`src/rtl/spibr_pkg.sv`:
```
package spibr_pkg;
    localparam logic [7:0] REG_CTRL  = 8'h00;
    localparam logic [7:0] REG_PROT  = 8'h04;
    localparam logic [7:0] REG_ADDR  = 8'h05;
    localparam logic [7:0] REG_WDATA = 8'h06;
    localparam logic [7:0] REG_RDATA = 8'h88;
    localparam logic [7:0] REG_STAT  = 8'hA0;

    localparam int ST_UNLOCK = 0;
    localparam int ST_CART   = 1;
    localparam int ST_FAULT  = 2;
    localparam int ST_READY  = 3;

    typedef struct packed {
        logic       sclk;
        logic [2:0] cnt;
        logic [1:0] idx;
        logic [7:0] rx;
        logic [7:0] tx;
        logic       vld;
        logic       first;
        logic [7:0] data;
    } byte_st_t;
endpackage

```
`src/rtl/spibr_sync.sv`:
```
module spibr_sync #(
    parameter int         W       = 3,
    parameter int         STAGES  = 2,
    parameter logic [W-1:0] RST_VAL = '0
) (
    input  logic         clk,
    input  logic         rst,
    input  logic [W-1:0] din,
    output logic [W-1:0] dout
);
    logic [W-1:0] chain_q [STAGES];
    logic [W-1:0] chain_d [STAGES];

    always_comb begin
        chain_d[0] = din;
        for (int i = 1; i < STAGES; i++) chain_d[i] = chain_q[i-1];
    end

    generate
        for (genvar g = 0; g < STAGES; g++) begin : g_stage
            always_ff @(posedge clk) begin
                if (rst) chain_q[g] <= RST_VAL;
                else     chain_q[g] <= chain_d[g];
            end
        end
    endgenerate

    assign dout = chain_q[STAGES-1];
endmodule

```
`src/rtl/spibr_byte.sv`:
```
module spibr_byte
    import spibr_pkg::*;
(
    input  logic       clk,
    input  logic       rst,
    input  logic       sclk_s,
    input  logic       mosi_s,
    input  logic       csn_s,
    input  logic [7:0] reply,
    output logic       byte_vld,
    output logic       byte_first,
    output logic [7:0] byte_data,
    output logic       miso
);
    byte_st_t st_q, st_d;

    always_comb begin
        st_d      = st_q;
        st_d.vld  = 1'b0;
        st_d.sclk = sclk_s;
        if (csn_s) begin
            st_d.cnt = '0;
            st_d.idx = '0;
            st_d.tx  = '0;
        end else if (sclk_s && !st_q.sclk) begin
            st_d.rx  = {st_q.rx[6:0], mosi_s};
            st_d.cnt = st_q.cnt + 3'd1;
            if (st_q.cnt == 3'd7 && st_q.idx != 2'd2) begin
                st_d.vld   = 1'b1;
                st_d.first = (st_q.idx == 2'd0);
                st_d.data  = {st_q.rx[6:0], mosi_s};
                st_d.idx   = st_q.idx + 2'd1;
            end
        end else if (!sclk_s && st_q.sclk) begin
            if (st_q.cnt == 3'd0 && st_q.idx == 2'd1) st_d.tx = reply;
            else                                      st_d.tx = {st_q.tx[6:0], 1'b0};
        end
    end

    always_ff @(posedge clk) begin
        if (rst) st_q <= '0;
        else     st_q <= st_d;
    end

    assign byte_vld   = st_q.vld;
    assign byte_first = st_q.first;
    assign byte_data  = st_q.data;
    assign miso       = st_q.tx[7];
endmodule

```
`src/rtl/spibr_decode.sv`:
```
module spibr_decode
    import spibr_pkg::*;
#(
    parameter int ADDR_W = 24,
    parameter int DATA_W = 16
) (
    input  logic              clk,
    input  logic              rst,
    input  logic              byte_vld,
    input  logic              byte_first,
    input  logic [7:0]        byte_data,
    output logic [7:0]        reply,
    output logic [ADDR_W-1:0] mem_addr,
    output logic [DATA_W-1:0] mem_wdata,
    output logic              mem_wr,
    output logic              mem_rd,
    input  logic [DATA_W-1:0] mem_rdata,
    input  logic              mem_ack,
    output logic              cart_ready,
    output logic              fault_latch,
    output logic              write_protect,
    input  logic              disk_ready,
    input  logic              disk_fault,
    input  logic              drive_unlocked
);
    localparam int AB  = ADDR_W / 8;
    localparam int DB  = DATA_W / 8;
    localparam int ACW = (AB > 1) ? $clog2(AB) : 1;
    localparam int DCW = (DB > 1) ? $clog2(DB) : 1;

    typedef struct packed {
        logic [7:0]        regn;
        logic [ADDR_W-1:0] addr;
        logic [ADDR_W-1:0] astage;
        logic [ACW-1:0]    acnt;
        logic [DATA_W-1:0] wstage;
        logic [DCW-1:0]    wcnt;
        logic [DATA_W-1:0] rbuf;
        logic [DCW-1:0]    rcnt;
        logic [7:0]        reply;
        logic [DATA_W-1:0] wdata;
        logic              wr;
        logic              rd;
        logic              cart;
        logic              fault;
        logic              prot;
    } dec_t;

    dec_t s_q, s_d;

    logic [7:0] status_byte;
    assign status_byte = {4'b0000, disk_ready, disk_fault, s_q.cart, drive_unlocked};

    always_comb begin
        s_d = s_q;
        if (s_q.wr && mem_ack) begin
            s_d.wr   = 1'b0;
            s_d.addr = s_q.addr + 1'b1;
        end
        if (s_q.rd && mem_ack) begin
            s_d.rd    = 1'b0;
            s_d.rbuf  = mem_rdata;
            s_d.reply = mem_rdata[DATA_W-1 -: 8];
        end
        if (byte_vld && byte_first) begin
            s_d.regn  = byte_data;
            s_d.reply = 8'h00;
            if (byte_data == REG_STAT) s_d.reply = status_byte;
            if (byte_data == REG_RDATA) begin
                if (s_q.rcnt == '0) s_d.rd    = 1'b1;
                else                s_d.reply = s_q.rbuf[DATA_W-1 -: 8];
            end
        end
        if (byte_vld && !byte_first) begin
            if (s_q.regn != REG_ADDR)  s_d.acnt = '0;
            if (s_q.regn != REG_WDATA) s_d.wcnt = '0;
            if (s_q.regn != REG_RDATA) s_d.rcnt = '0;
            case (s_q.regn)
                REG_CTRL: begin
                    s_d.cart  = byte_data[0];
                    s_d.fault = byte_data[1];
                end
                REG_PROT: s_d.prot = ~s_q.prot;
                REG_ADDR: begin
                    s_d.astage = {s_q.astage[ADDR_W-9:0], byte_data};
                    if (s_q.acnt == ACW'(AB-1)) begin
                        s_d.addr = {s_q.astage[ADDR_W-9:0], byte_data};
                        s_d.acnt = '0;
                    end else begin
                        s_d.acnt = s_q.acnt + 1'b1;
                    end
                end
                REG_WDATA: begin
                    s_d.wstage = {s_q.wstage[DATA_W-9:0], byte_data};
                    if (s_q.wcnt == DCW'(DB-1)) begin
                        s_d.wdata = {s_q.wstage[DATA_W-9:0], byte_data};
                        s_d.wr    = 1'b1;
                        s_d.wcnt  = '0;
                    end else begin
                        s_d.wcnt = s_q.wcnt + 1'b1;
                    end
                end
                REG_RDATA: begin
                    if (s_q.rcnt == DCW'(DB-1)) begin
                        s_d.rcnt = '0;
                        s_d.addr = s_q.addr + 1'b1;
                    end else begin
                        s_d.rcnt = s_q.rcnt + 1'b1;
                        s_d.rbuf = {s_q.rbuf[DATA_W-9:0], 8'h00};
                    end
                end
                default: ;
            endcase
        end
    end

    always_ff @(posedge clk) begin
        if (rst) s_q <= '0;
        else     s_q <= s_d;
    end

    assign reply         = s_q.reply;
    assign mem_addr      = s_q.addr;
    assign mem_wdata     = s_q.wdata;
    assign mem_wr        = s_q.wr;
    assign mem_rd        = s_q.rd;
    assign cart_ready    = s_q.cart;
    assign fault_latch   = s_q.fault;
    assign write_protect = s_q.prot;
endmodule

```
`src/rtl/spi_mem_bridge.sv`:
```
module spi_mem_bridge #(
    parameter int ADDR_W      = 24,
    parameter int DATA_W      = 16,
    parameter int SYNC_STAGES = 2
) (
    input  logic              clk,
    input  logic              rst,
    input  logic              spi_sclk,
    input  logic              spi_mosi,
    input  logic              spi_cs_n,
    output logic              spi_miso,
    output logic [ADDR_W-1:0] mem_addr,
    output logic [DATA_W-1:0] mem_wdata,
    output logic              mem_wr,
    output logic              mem_rd,
    input  logic [DATA_W-1:0] mem_rdata,
    input  logic              mem_ack,
    output logic              cart_ready,
    output logic              fault_latch,
    output logic              write_protect,
    input  logic              disk_ready,
    input  logic              disk_fault,
    input  logic              drive_unlocked
);
    logic [2:0] pins_s;
    logic       bvld, bfirst;
    logic [7:0] bdata, reply;

    spibr_sync #(.W(3), .STAGES(SYNC_STAGES), .RST_VAL(3'b100)) u_sync (
        .clk (clk),
        .rst (rst),
        .din ({spi_cs_n, spi_sclk, spi_mosi}),
        .dout(pins_s)
    );

    spibr_byte u_byte (
        .clk       (clk),
        .rst       (rst),
        .sclk_s    (pins_s[1]),
        .mosi_s    (pins_s[0]),
        .csn_s     (pins_s[2]),
        .reply     (reply),
        .byte_vld  (bvld),
        .byte_first(bfirst),
        .byte_data (bdata),
        .miso      (spi_miso)
    );

    spibr_decode #(.ADDR_W(ADDR_W), .DATA_W(DATA_W)) u_dec (
        .clk           (clk),
        .rst           (rst),
        .byte_vld      (bvld),
        .byte_first    (bfirst),
        .byte_data     (bdata),
        .reply         (reply),
        .mem_addr      (mem_addr),
        .mem_wdata     (mem_wdata),
        .mem_wr        (mem_wr),
        .mem_rd        (mem_rd),
        .mem_rdata     (mem_rdata),
        .mem_ack       (mem_ack),
        .cart_ready    (cart_ready),
        .fault_latch   (fault_latch),
        .write_protect (write_protect),
        .disk_ready    (disk_ready),
        .disk_fault    (disk_fault),
        .drive_unlocked(drive_unlocked)
    );
endmodule

```
`config.mk`:
```
export PLATFORM = sky130hd
export DESIGN_NAME = spi_mem_bridge
export DESIGN_NICKNAME = d
export VERILOG_FILES = /design/src/rtl/spibr_pkg.sv /design/src/rtl/spibr_sync.sv /design/src/rtl/spibr_byte.sv /design/src/rtl/spibr_decode.sv /design/src/rtl/spi_mem_bridge.sv
export SDC_FILE = /design/constraint.sdc
export NUM_CORES = 1
export LEC_CHECK = 0
export BUFFER_PORTS_ARGS = -buffer_cell sky130_fd_sc_hd__buf_2
export CAP_MARGIN = 15
export CORE_MARGIN = 10
export CORE_UTILIZATION = 54
export DETAILED_ROUTE_END_ITERATION = 6
export PLACE_DENSITY = 0.73
export RECOVER_POWER = 25
export SLEW_MARGIN = 15
export SYNTH_ARGS = -nofsm -noshare
export SYNTH_HDL_FRONTEND = slang
export SYNTH_SLANG_ARGS = --single-unit
```
`constraint.sdc`:
```
create_clock -name clk -period 4.4 [get_ports clk]
set_input_delay 0.44 -clock clk [delete_from_list [all_inputs] [get_ports clk]]
set_output_delay 0.44 -clock clk [all_outputs]
set_load 0.02 [all_outputs]
```
==> results of run 1 <==
[final cells by class]
cell class	instances	area (um^2)	area share [%]
sequential	142	2843	36.66
timing repair buffer	75	344.1	4.438
clock inverter	11	128.9	1.662
inverter	9	33.78	0.4357
tap	172	215.2	2.776
clock buffer	21	480.5	6.197
multi-input combinational	636	3709	47.83
[stage by stage]
step                      hold slack [ns]  power [mW]  utilization, %  std cells
final                              0.1995       2.814           60.70       1066
after global routing               0.1921       2.890           60.70       1066
after CTS                          0.1940       2.831           61.04       1066
after detailed placement           0.4007       1.373           56.27       1034
after global placement             0.3948       1.373           56.27       1034
after floorplan                    0.3895       1.354               -        885
[synthesized netlist by cell type (4+ instances only)]
master,count
buf_2,5
o22ai_1,6
and4_1,4
nor2b_1,11
a31oi_1,8
a221oi_1,4
xnor2_1,26
clkbuf_1,49
inv_1,9
dfxtp_1,142
a22oi_1,8
nand2b_1,6
mux2i_1,41
buf_4,42
xor2_1,6
o21ai_0,22
nand2_1,143
nor3_1,25
a211oi_1,23
nand3_1,22
ha_1,7
nor4_1,5
a21oi_1,78
or3_1,5
o31ai_1,5
and3_1,10
and2_1,4
nand4_1,13
nor2_1,98
[worst register-to-register path, cell delays in order (launching register included)]
cell and delay, ns:
dfxtp_1 0.42, nor3b_1 0.45, nand2_1 0.12, nor3_2 0.73, nand2_1 0.59, nand2_1 0.21, a21oi_1 0.08
[flip-flops by register name, indices dropped and copies added (netlist names), 6 cells and up]
signal            flops
u_byte.st_q          20
u_sync.chain_q        6
u_dec.mem_wdata      16
u_dec.mem_addr       24
u_byte.byte_data      8
u_dec.s_q            52
u_dec.reply           8
[kinds of logic after synthesis]
kind of cell               Yosys count
and+or+nand+nor                    368
AOI/OAI and AO/OA                  187
DFF                                142
buffers and inverters              107
muxes                               42
xor gates and xnor gates            32
adders and majority gates            7
[worst paths after layout]
kind | from | slack (ns) | to | cells after the start
hold / removal | spi_cs_n | 0.20 | u_sync.chain_q[0][2]$_SDFF_PP1_ | 2
setup reg to reg | u_dec.s_q[115]$_SDFFE_PP0P_ | 1.60 | u_dec.mem_wdata[15]$_SDFFE_PP0P_ | 6
setup / recovery | rst | 1.32 | u_byte.st_q[14]$_SDFFE_PP0P_ | 4
hold reg to reg | u_sync.chain_q[0][2]$_SDFF_PP1_ | 0.41 | u_sync.chain_q[1][2]$_SDFF_PP1_ | 1
[routing by layer]
metal	wire (um)	global-route usage [%]	share of wire, %	up-vias
li1	-	-	-	3064
met1	8396	26.94	46	2871
met2	8051	30.23	44	216
met3	1387	5.564	7.7	30
met4	284	6.892	1.6	0
met5	0	0	0	-
[power groups by stage]
stage          clock network [mW]  registers (mW)  logic (mW)
2_1_floorplan                   0            1.32      0.0349
3_3_place_gp                    0            1.32      0.0517
3_5_place_dp                    0            1.32      0.0513
4_1_cts                      1.49            1.29      0.0513
5_1_grt                      1.54            1.29      0.0561
6_report                     1.47            1.29      0.0511
==> flow_summary.json, run 1 <==
{
  "drt_first_pass_iters": 5,
  "ant_nets": 0,
  "critPathKind": "in -> reg",
  "p_sw_share_pct": 21.64,
  "cts_buffer_depth": 2,
  "ys_seq_elements": 142,
  "htree_levels": 4,
  "die_w_um": 134.8,
  "via_per_inst": 5.798,
  "drc": 0,
  "synth_compound_area_share_pct": 16.88,
  "ys_types": 66,
  "postCtsSetupRepairBufs": 0,
  "p_int_mw": 2.205,
  "status": "finished, violations left",
  "hp-class": "in -> reg",
  "async_reset_ff_share_pct": 0,
  "grt_overflow": 0,
  "post-dp-hpwl_um": 12440,
  "cp_max_fo": 95,
  "worst-path-buf-inv": 2,
  "portBuffers": 70,
  "tightest_slew_ns": 1.929,
  "grt_use_total_pct": 20.08,
  "grt_max_degree": 96,
  "clk_latency_ns": 0.43,
  "synthAdderAreaFrac_pct": 1.231,
  "combinationalPowerShare_pct": 1.8,
  "fmax_ghz": 0.3248,
  "p_sw_mw": 0.6088,
  "post_drt_wl_per_cell_um": 17.00,
  "dieArea_um2": 18170,
  "p_leak_nw": 2.722,
  "synth_edf_count": 0,
  "synthMuxAreaShare_pct": 5.925,
  "first_global_vias": 5671,
  "syn_inst": 885,
  "final_area_um2": 7754,
  "worstSetupStartpointType": "input pin",
  "core-area_um2": 12770,
  "place_ws_ns": 1.677,
  "violations": "max-capacitance violations, max-slew violations",
  "syn_area_per_cell_um2": 8.042,
  "drt_iter0_drc": 756,
  "clkPwrFrac_pct": 52.2,
  "fin_crit_sh_pct": 69.98,
  "syn-num-nets": 917,
  "final_common_cell": "nand2_1",
  "yosysWarningCount": 0,
  "grt_pass1_wl_um": 29460,
  "rows": 41,
  "tns_ns": 0,
  "path_cells": "clkbuf_1 -> clkbuf_2 -> or2_2 -> a211oi_1",
  "slowest_delay_ns": 1.50,
  "antenna_found_initial": 0,
  "vias": 6181,
  "synthesis.area_um2": 7117,
  "pin_count": 71,
  "cap_viol_max_count": 1,
  "synth_xor_area_share_pct": 3.938,
  "cts_resized": 0,
  "drt-total-wl_um": 18120,
  "setup_slack_ns": 1.321,
  "cp-end-kind": "flop",
  "cts_root_buffer": "clkbuf_16",
  "start_util_pct": 55.72,
  "seqPwrFrac_pct": 45.9,
  "clk_pin_slew_ns": 0.06,
  "setup_viol": 0,
  "synth-simple-area-share_pct": 24.03,
  "gp_congestion": 0.9753,
  "synth_flop_cell": "dfxtp_1",
  "required_ns": 4.66,
  "num_antenna_cells": 0,
  "crit_slowest_cell": "clkbuf_2",
  "drive_above_1_share_pct": 10.18,
  "synth.top_cell.area_share_pct": 39.94,
  "area_delta_synth_final_pct": 8.949,
  "critPathTopFamily": "buffers and inverters",
  "finClkSkew_ns": 0.008099,
  "hold_violations": 0,
  "p_per_area_nw_per_um2": 362.9,
  "cts_tree": "built",
  "synthTopCellsByArea": "dfxtp_1 (40%), nand2_1 (7.5%), mux2i_1 (5.8%)",
  "max-vdd-ir-drop_uv": 287.9,
  "finalMaxSlewViolations": 96,
  "layout_min_cycle_time_ns": 3.079,
  "worstPathArrival_ns": 3.34,
  "cts_sinks": 142,
  "rsz0062_at_grt": "no",
  "postCtsHoldBufs": 0,
  "die_y_um": 134.8,
  "placed_cell_area_um2": 7188,
  "slew_headroom_pct": -28.60,
  "seq_area_frac_synth_pct": 39.94,
  "nFillCells": 1166,
  "yosysTopAreaCell": "dfxtp_1",
  "num-nets-final": 913,
  "synth_top_family_by_area": "simple AND/OR/NAND/NOR gates",
  "cts_buffers": 17,
  "final_cell_mix": "nand2_1 (143), dfxtp_1 (142), nor2_1 (98)"
}
No activity file was read; power rests on OpenSTA's default activity.
==> run 2: changes to the inputs <==
Settings changed: ABC_AREA set to 1.
Clock period 4.4 ns to 3.08 ns, I/O delays scaled along.
==> run 2 against run 1 <==
Against the previous run:
- the run now ends clean
- worst hold slack worse by 0.14 ns
- via count up 12%
- non-clock buffer count up 5
- combinational power up 24%
- core utilization shrank 1.2 points
- power is 37% higher
- final cell count increased by 26%
- synthesized cell count rose by 29%
- critical path depth grew 5
- largest cell class unchanged
- largest power group unchanged
==> flow_summary.json, run 2 <==
{
  "setup_slack_ns": 0.9199,
  "synth.most_common_cell": "nand2_1",
  "fin_crit_sh_pct": 70.13,
  "grt_pass1_wl_um": 31040,
  "worstSetupStartpointType": "flop",
  "hold_violations": 0,
  "synthTopCellsByCount": "nand2_1 (304), dfxtp_1 (142), inv_1 (130)",
  "largest_reg_flops": 52,
  "syn_inst": 1138,
  "gp_congestion": 0.8238,
  "synth_flop_cell": "dfxtp_1",
  "finClkSkew_ns": 0.006598,
  "first_global_vias": 6314,
  "syn-num-nets": 1170,
  "reg2reg_depth": 9,
  "htree_levels": 4,
  "hold_path_depth": 2,
  "p_leak_nw": 3.608,
  "max-vdd-ir-drop_uv": 590.9,
  "clk_latency_ns": 0.43,
  "portBuffers": 70,
  "fmax_ghz": 0.4629,
  "rows": 43,
  "layout_min_cycle_time_ns": 2.160,
  "final_common_cell": "nand2_1",
  "cts_tree": "built",
  "multiInputGateArea_um2": 3689,
  "synth_edf_count": 0,
  "setup_viol": 0,
  "finalMaxSlewViolations": 0,
  "holdPathEnd": "u_sync.chain_q[0][2]$_SDFF_PP1_",
  "cts_resized": 0,
  "regMostFlops": "u_dec.s_q",
  "core-area_um2": 13770,
  "drive_above_1_share_pct": 9.499,
  "postCtsHoldBufs": 0,
  "antenna_found_initial": 0,
  "drc": 0,
  "ys_types": 37,
  "syn_area_per_cell_um2": 6.638,
  "yosysTopAreaCell": "dfxtp_1",
  "critPathKind": "reg -> reg",
  "cts_root_buffer": "clkbuf_16",
  "pin_count": 71,
  "postCtsSetupRepairBufs": 0,
  "post_drt_wl_per_cell_um": 13.94,
  "cts_buffer_depth": 2,
  "cp-end-kind": "flop",
  "drt_first_pass_iters": 5,
  "r2r_slack_ns": 0.92,
  "tightest_slew_ns": 1.432,
  "seq_area_um2": 2843,
  "cap_viol_max_count": 0,
  "ant_nets": 0,
  "drt_iter0_drc": 509,
  "dieArea_um2": 19120,
  "place_ws_ns": 0.9085,
  "via_per_inst": 5.176,
  "final_cell_mix": "nand2_1 (304), dfxtp_1 (142), inv_1 (130)",
  "grt_use_total_pct": 19.25,
  "yosysWarningCount": 0,
  "status": "complete, no violations",
  "synthTopCellsByArea": "dfxtp_1 (38%), nand2_1 (15%), a21oi_1 (7.5%)",
  "nFillCells": 1353,
  "rsz0062_at_grt": "no",
  "slew_headroom_pct": 4.542,
  "seq_area_frac_synth_pct": 37.63,
  "drt-total-wl_um": 18660,
  "async_reset_ff_share_pct": 0,
  "synthesis.area_um2": 7553,
  "r2r_end": "u_dec.mem_wdata[15]$_SDFFE_PP0P_",
  "start_util_pct": 54.84,
  "area_delta_synth_final_pct": 8.531,
  "num-nets-final": 1177,
  "reg2reg_from": "u_byte.byte_vld$_SDFF_PP0_",
  "synth.top_cell.area_share_pct": 37.63,
  "min_from": "spi_cs_n",
  "worstPathArrival_ns": 2.47,
  "die_y_um": 138.3,
  "vias": 6925,
  "required_ns": 3.39,
  "die_w_um": 138.3,
  "cp_max_fo": 17,
  "ys_seq_elements": 142,
  "post-dp-hpwl_um": 12710,
  "grt_overflow": 0,
  "cts_buffers": 17,
  "grt_max_degree": 61,
  "cts_sinks": 142,
  "tns_ns": 0,
  "clk_pin_slew_ns": 0.06,
  "hp-class": "in -> reg",
  "p_per_area_nw_per_um2": 471.8,
  "num_antenna_cells": 0
}
[run 2: how the worst max path moves through the flow]
stage	startpoint	to	slack, ns
5_1_grt	u_byte.byte_vld$_SDFF_PP0_	u_dec.mem_wdata[8]$_SDFFE_PP0P_	0.60
2_1_floorplan	u_dec.mem_addr[0]$_SDFF_PP0_	u_dec.mem_addr[18]$_SDFF_PP0_	1.39
3_3_place_gp	u_byte.byte_vld$_SDFF_PP0_	u_dec.mem_wdata[13]$_SDFFE_PP0P_	0.99
4_1_cts	u_byte.byte_vld$_SDFF_PP0_	u_dec.mem_wdata[15]$_SDFFE_PP0P_	0.89
6_report	u_byte.byte_vld$_SDFF_PP0_	u_dec.mem_wdata[15]$_SDFFE_PP0P_	0.92
3_5_place_dp	u_byte.byte_vld$_SDFF_PP0_	u_dec.mem_wdata[15]$_SDFFE_PP0P_	0.91
[run 2: final cells by class]
type	instances	area share [%]
Multi-Input combinational cell	769	44.99
Sequential cell	142	34.68
Inverter	135	6.181
Clock buffer	18	5.235
Timing Repair Buffer	80	4.548
Tap cell	180	2.747
Clock inverter	14	1.618
[run 2: critical path, cell delays in order (launching register included)]
cell and delay (ns):
dfxtp_1 0.32, inv_1 0.06, nor2_4 0.36, nand2_1 0.12, inv_2 0.08, nand4_1 0.14
nor2_2 0.45, inv_2 0.24, o21ai_0 0.21, a21oi_1 0.06
[run 2: cells by family (layout without fill, tap and decap cells)]
| kind of cell | Yosys count | count (layout) | synth area share (%) |
|---|---|---|---|
| AND/OR/NAND/NOR | 483 | 483 | 27.23 |
| flip-flops | 142 | 142 | 37.63 |
| AO/OA/AOI/OAI | 269 | 269 | 19.18 |
| adder cells (fa/ha/maj) | 7 | 7 | 1.159 |
| buffers and inverters | 227 | 247 | 13.53 |
| XOR/XNOR | 10 | 10 | 1.259 |
[run 2: metal layers]
metal	vias to the layer above	track usage (%)	routed length, um	share of wire, %
met1	3090	24.97	8645	46
met3	24	5.205	1181	6.3
met2	189	30.60	8543	46
li1	3622	-	-	-
met5	-	0	0	0
met4	0	5.549	286	1.5
[run 2: power by group]
part	switching [mW]	total, mW	internal, mW
registers	0.00217	1.84	1.84
clock network	0.839	1.96	1.12
logic	0.0435	0.0633	0.0197
total	0.884	3.87	2.98
[run 2: per-stage QoR]
stage	power, mW	hold slack, ns	utilization [%]	instances	instance area, um^2
final	3.867	0.06239	59.52	1338	8198
after global routing	3.978	0.05174	59.52	1338	8198
after CTS	3.885	0.05545	59.90	1338	8250
after detailed placement	1.949	0.3995	55.82	1306	7689
after global placement	1.948	0.3909	55.82	1306	7689
after floorplan	1.921	0.3883	-	1138	7553
==> run 3: changes to the inputs <==
Clock period 3.08 ns to 2.2 ns, I/O delays scaled along.
==> run 3 against run 2 <==
Against the previous run:
- sequential share of layout area decreased by 0.96 points
- global-route usage increased by 0.81 points
- clock skew decreased by 0.00092 ns
- power increased by 47%
- worst hold slack got worse by 0.029 ns
- final area increased by 2.9%
- final cell count increased by 1.6%
- worst setup slack got worse by 0.72 ns
- via count increased by 3.9%
- wire length increased by 3.8%
- non-clock buffer count increased by 21
==> flow_summary.json, run 3 (synthesized netlist as in run 2, its figures left out) <==
{
  "grt_use_total_pct": 20.07,
  "setup_viol": 0,
  "crit_start": "u_dec.mem_addr[0]$_SDFF_PP0_",
  "largest_reg_flops": 52,
  "cts_sinks": 142,
  "vias": 7198,
  "die_y_um": 138.3,
  "rows": 43,
  "tns_ns": 0,
  "nFillCells": 1367,
  "cp_max_fo": 5,
  "core-area_um2": 13770,
  "cp-end-kind": "flop",
  "post-dp-hpwl_um": 13380,
  "drt-total-wl_um": 19370,
  "drc": 0,
  "power.total_mw": 5.682,
  "fin_crit_sh_pct": 90.89,
  "area_delta_synth_final_pct": 11.63,
  "required_ns": 2.49,
  "start_util_pct": 54.84,
  "reg2reg_depth": 12,
  "gp_congestion": 0.9337,
  "finClkSkew_ns": 0.005676,
  "grt_max_degree": 43,
  "rsz0062_at_grt": "no",
  "final_common_cell": "nand2_1",
  "clk_pin_slew_ns": 0.06,
  "post_drt_wl_per_cell_um": 14.26,
  "clk_latency_ns": 0.42,
  "crit_slowest_cell": "dfxtp_1",
  "hold_path_depth": 3,
  "cts_buffer_depth": 2,
  "finalMaxSlewViolations": 0,
  "drt_iter0_drc": 536,
  "holdPathEnd": "u_dec.s_q[32]$_SDFF_PP0_",
  "pin_count": 71,
  "tightest_slew_ns": 0.6889,
  "dieArea_um2": 19120,
  "min_from": "mem_rdata[2]",
  "grt_pass1_wl_um": 32850,
  "die_w_um": 138.3,
  "portBuffers": 70,
  "r2r_end": "u_dec.mem_addr[18]$_SDFF_PP0_",
  "cap_viol_max_count": 0,
  "via_per_inst": 5.297,
  "htree_levels": 4,
  "grt_overflow": 0,
  "hp-class": "in -> reg",
  "cts_resized": 0,
  "final_cell_mix": "nand2_1 (304), dfxtp_1 (142), inv_1 (130)",
  "cts_buffers": 17,
  "ant_nets": 0,
  "cp_common_cell": "nand2_1",
  "num-nets-final": 1198,
  "postCtsHoldBufs": 3,
  "postCtsSetupRepairBufs": 0,
  "worstSetupStartpointType": "flop",
  "path_cells": "ha_1 -> nand2_1 -> nor2_2 -> nand2_1 -> o21ai_0 -> nand3_1 -> nand2_1 -> nand2_1 -> nand2_1 -> nand2_1 -> nand2_1 -> a21oi_1",
  "hold_violations": 0,
  "regMostFlops": "u_dec.s_q",
  "num_antenna_cells": 0,
  "r2r_slack_ns": 0.20,
  "p_per_area_nw_per_um2": 673.8,
  "drive_above_1_share_pct": 11.28,
  "max-vdd-ir-drop_uv": 473.8,
  "status": "complete, no violations",
  "antenna_found_initial": 0,
  "first_global_vias": 6673,
  "cts_tree": "built",
  "drt_first_pass_iters": 5,
  "reg2reg_from": "u_dec.mem_addr[0]$_SDFF_PP0_",
  "layout_min_cycle_time_ns": 2.000,
  "p_leak_nw": 3.775,
  "worstPathArrival_ns": 2.29,
  "fmax_ghz": 0.5001,
  "critPathKind": "reg -> reg",
  "slew_headroom_pct": 54.07,
  "slowest_delay_ns": 0.42,
  "cts_root_buffer": "clkbuf_16"
}
-- run 3: metal layers --
layer | vias to the layer above | track usage [%] | part of all wire (%)
met3 | 32 | 4.623 | 7.4
met1 | 3252 | 26.28 | 45
li1 | 3671 | - | -
met5 | - | 0 | 0
met2 | 243 | 31.43 | 45
met4 | 0 | 7.436 | 2.2
-- run 3: stage by stage --
stage	std cells	setup slack, ns	util, %	cell area, um^2	hold slack, ns
floorplan	1138	0.5051	-	7553	0.3238
global placement	1324	0.2667	56.89	7836	0.3914
detailed placement	1324	0.2475	56.89	7836	0.3930
CTS	1359	0.2239	61.56	8478	0.02283
global route	1359	0.008533	61.22	8432	0.05020
finish	1359	0.2004	61.22	8432	0.03299
-- run 3: area by class of cell --
type | count | area (um^2) | area share (%)
multi-input combinational | 769 | 3689 | 43.75
sequential | 142 | 2843 | 33.71
timing repair buffer | 101 | 556.8 | 6.603
inverter | 135 | 506.7 | 6.010
clock buffer | 18 | 429.2 | 5.090
tap | 180 | 225.2 | 2.671
clock inverter | 14 | 182.7 | 2.166
-- run 3: worst max-delay path: cells and delay by family, from the launching register on --
| kind | cells | cell delay (ns) |
|---|---|---|
| flip-flops | 1 | 0.42 |
| AND/OR/NAND/NOR | 9 | 0.96 |
| AO/OA/AOI/OAI | 2 | 0.28 |
| adder cells (fa/ha/maj) | 1 | 0.20 |
-- run 3: worst max path at each step --
stage,to,cells after the start,slack (ns)
finish,u_dec.mem_addr[18]$_SDFF_PP0_,12,0.20
global route,u_dec.mem_addr[15]$_SDFF_PP0_,11,0.009
CTS,u_dec.mem_addr[18]$_SDFF_PP0_,12,0.22
detailed placement,u_dec.mem_addr[18]$_SDFF_PP0_,12,0.25
global placement,u_dec.mem_addr[15]$_SDFF_PP0_,11,0.27
floorplan,u_dec.mem_addr[18]$_SDFF_PP0_,12,0.51
-- run 3: where the power goes --
part | leakage [nW] | internal, mW | switching [mW] | total, mW
sequential | 1.14 | 2.58 | 0.00303 | 2.58
clock | 0.299 | 1.81 | 1.19 | 3.00
combinational | 2.33 | 0.0365 | 0.0632 | 0.0996
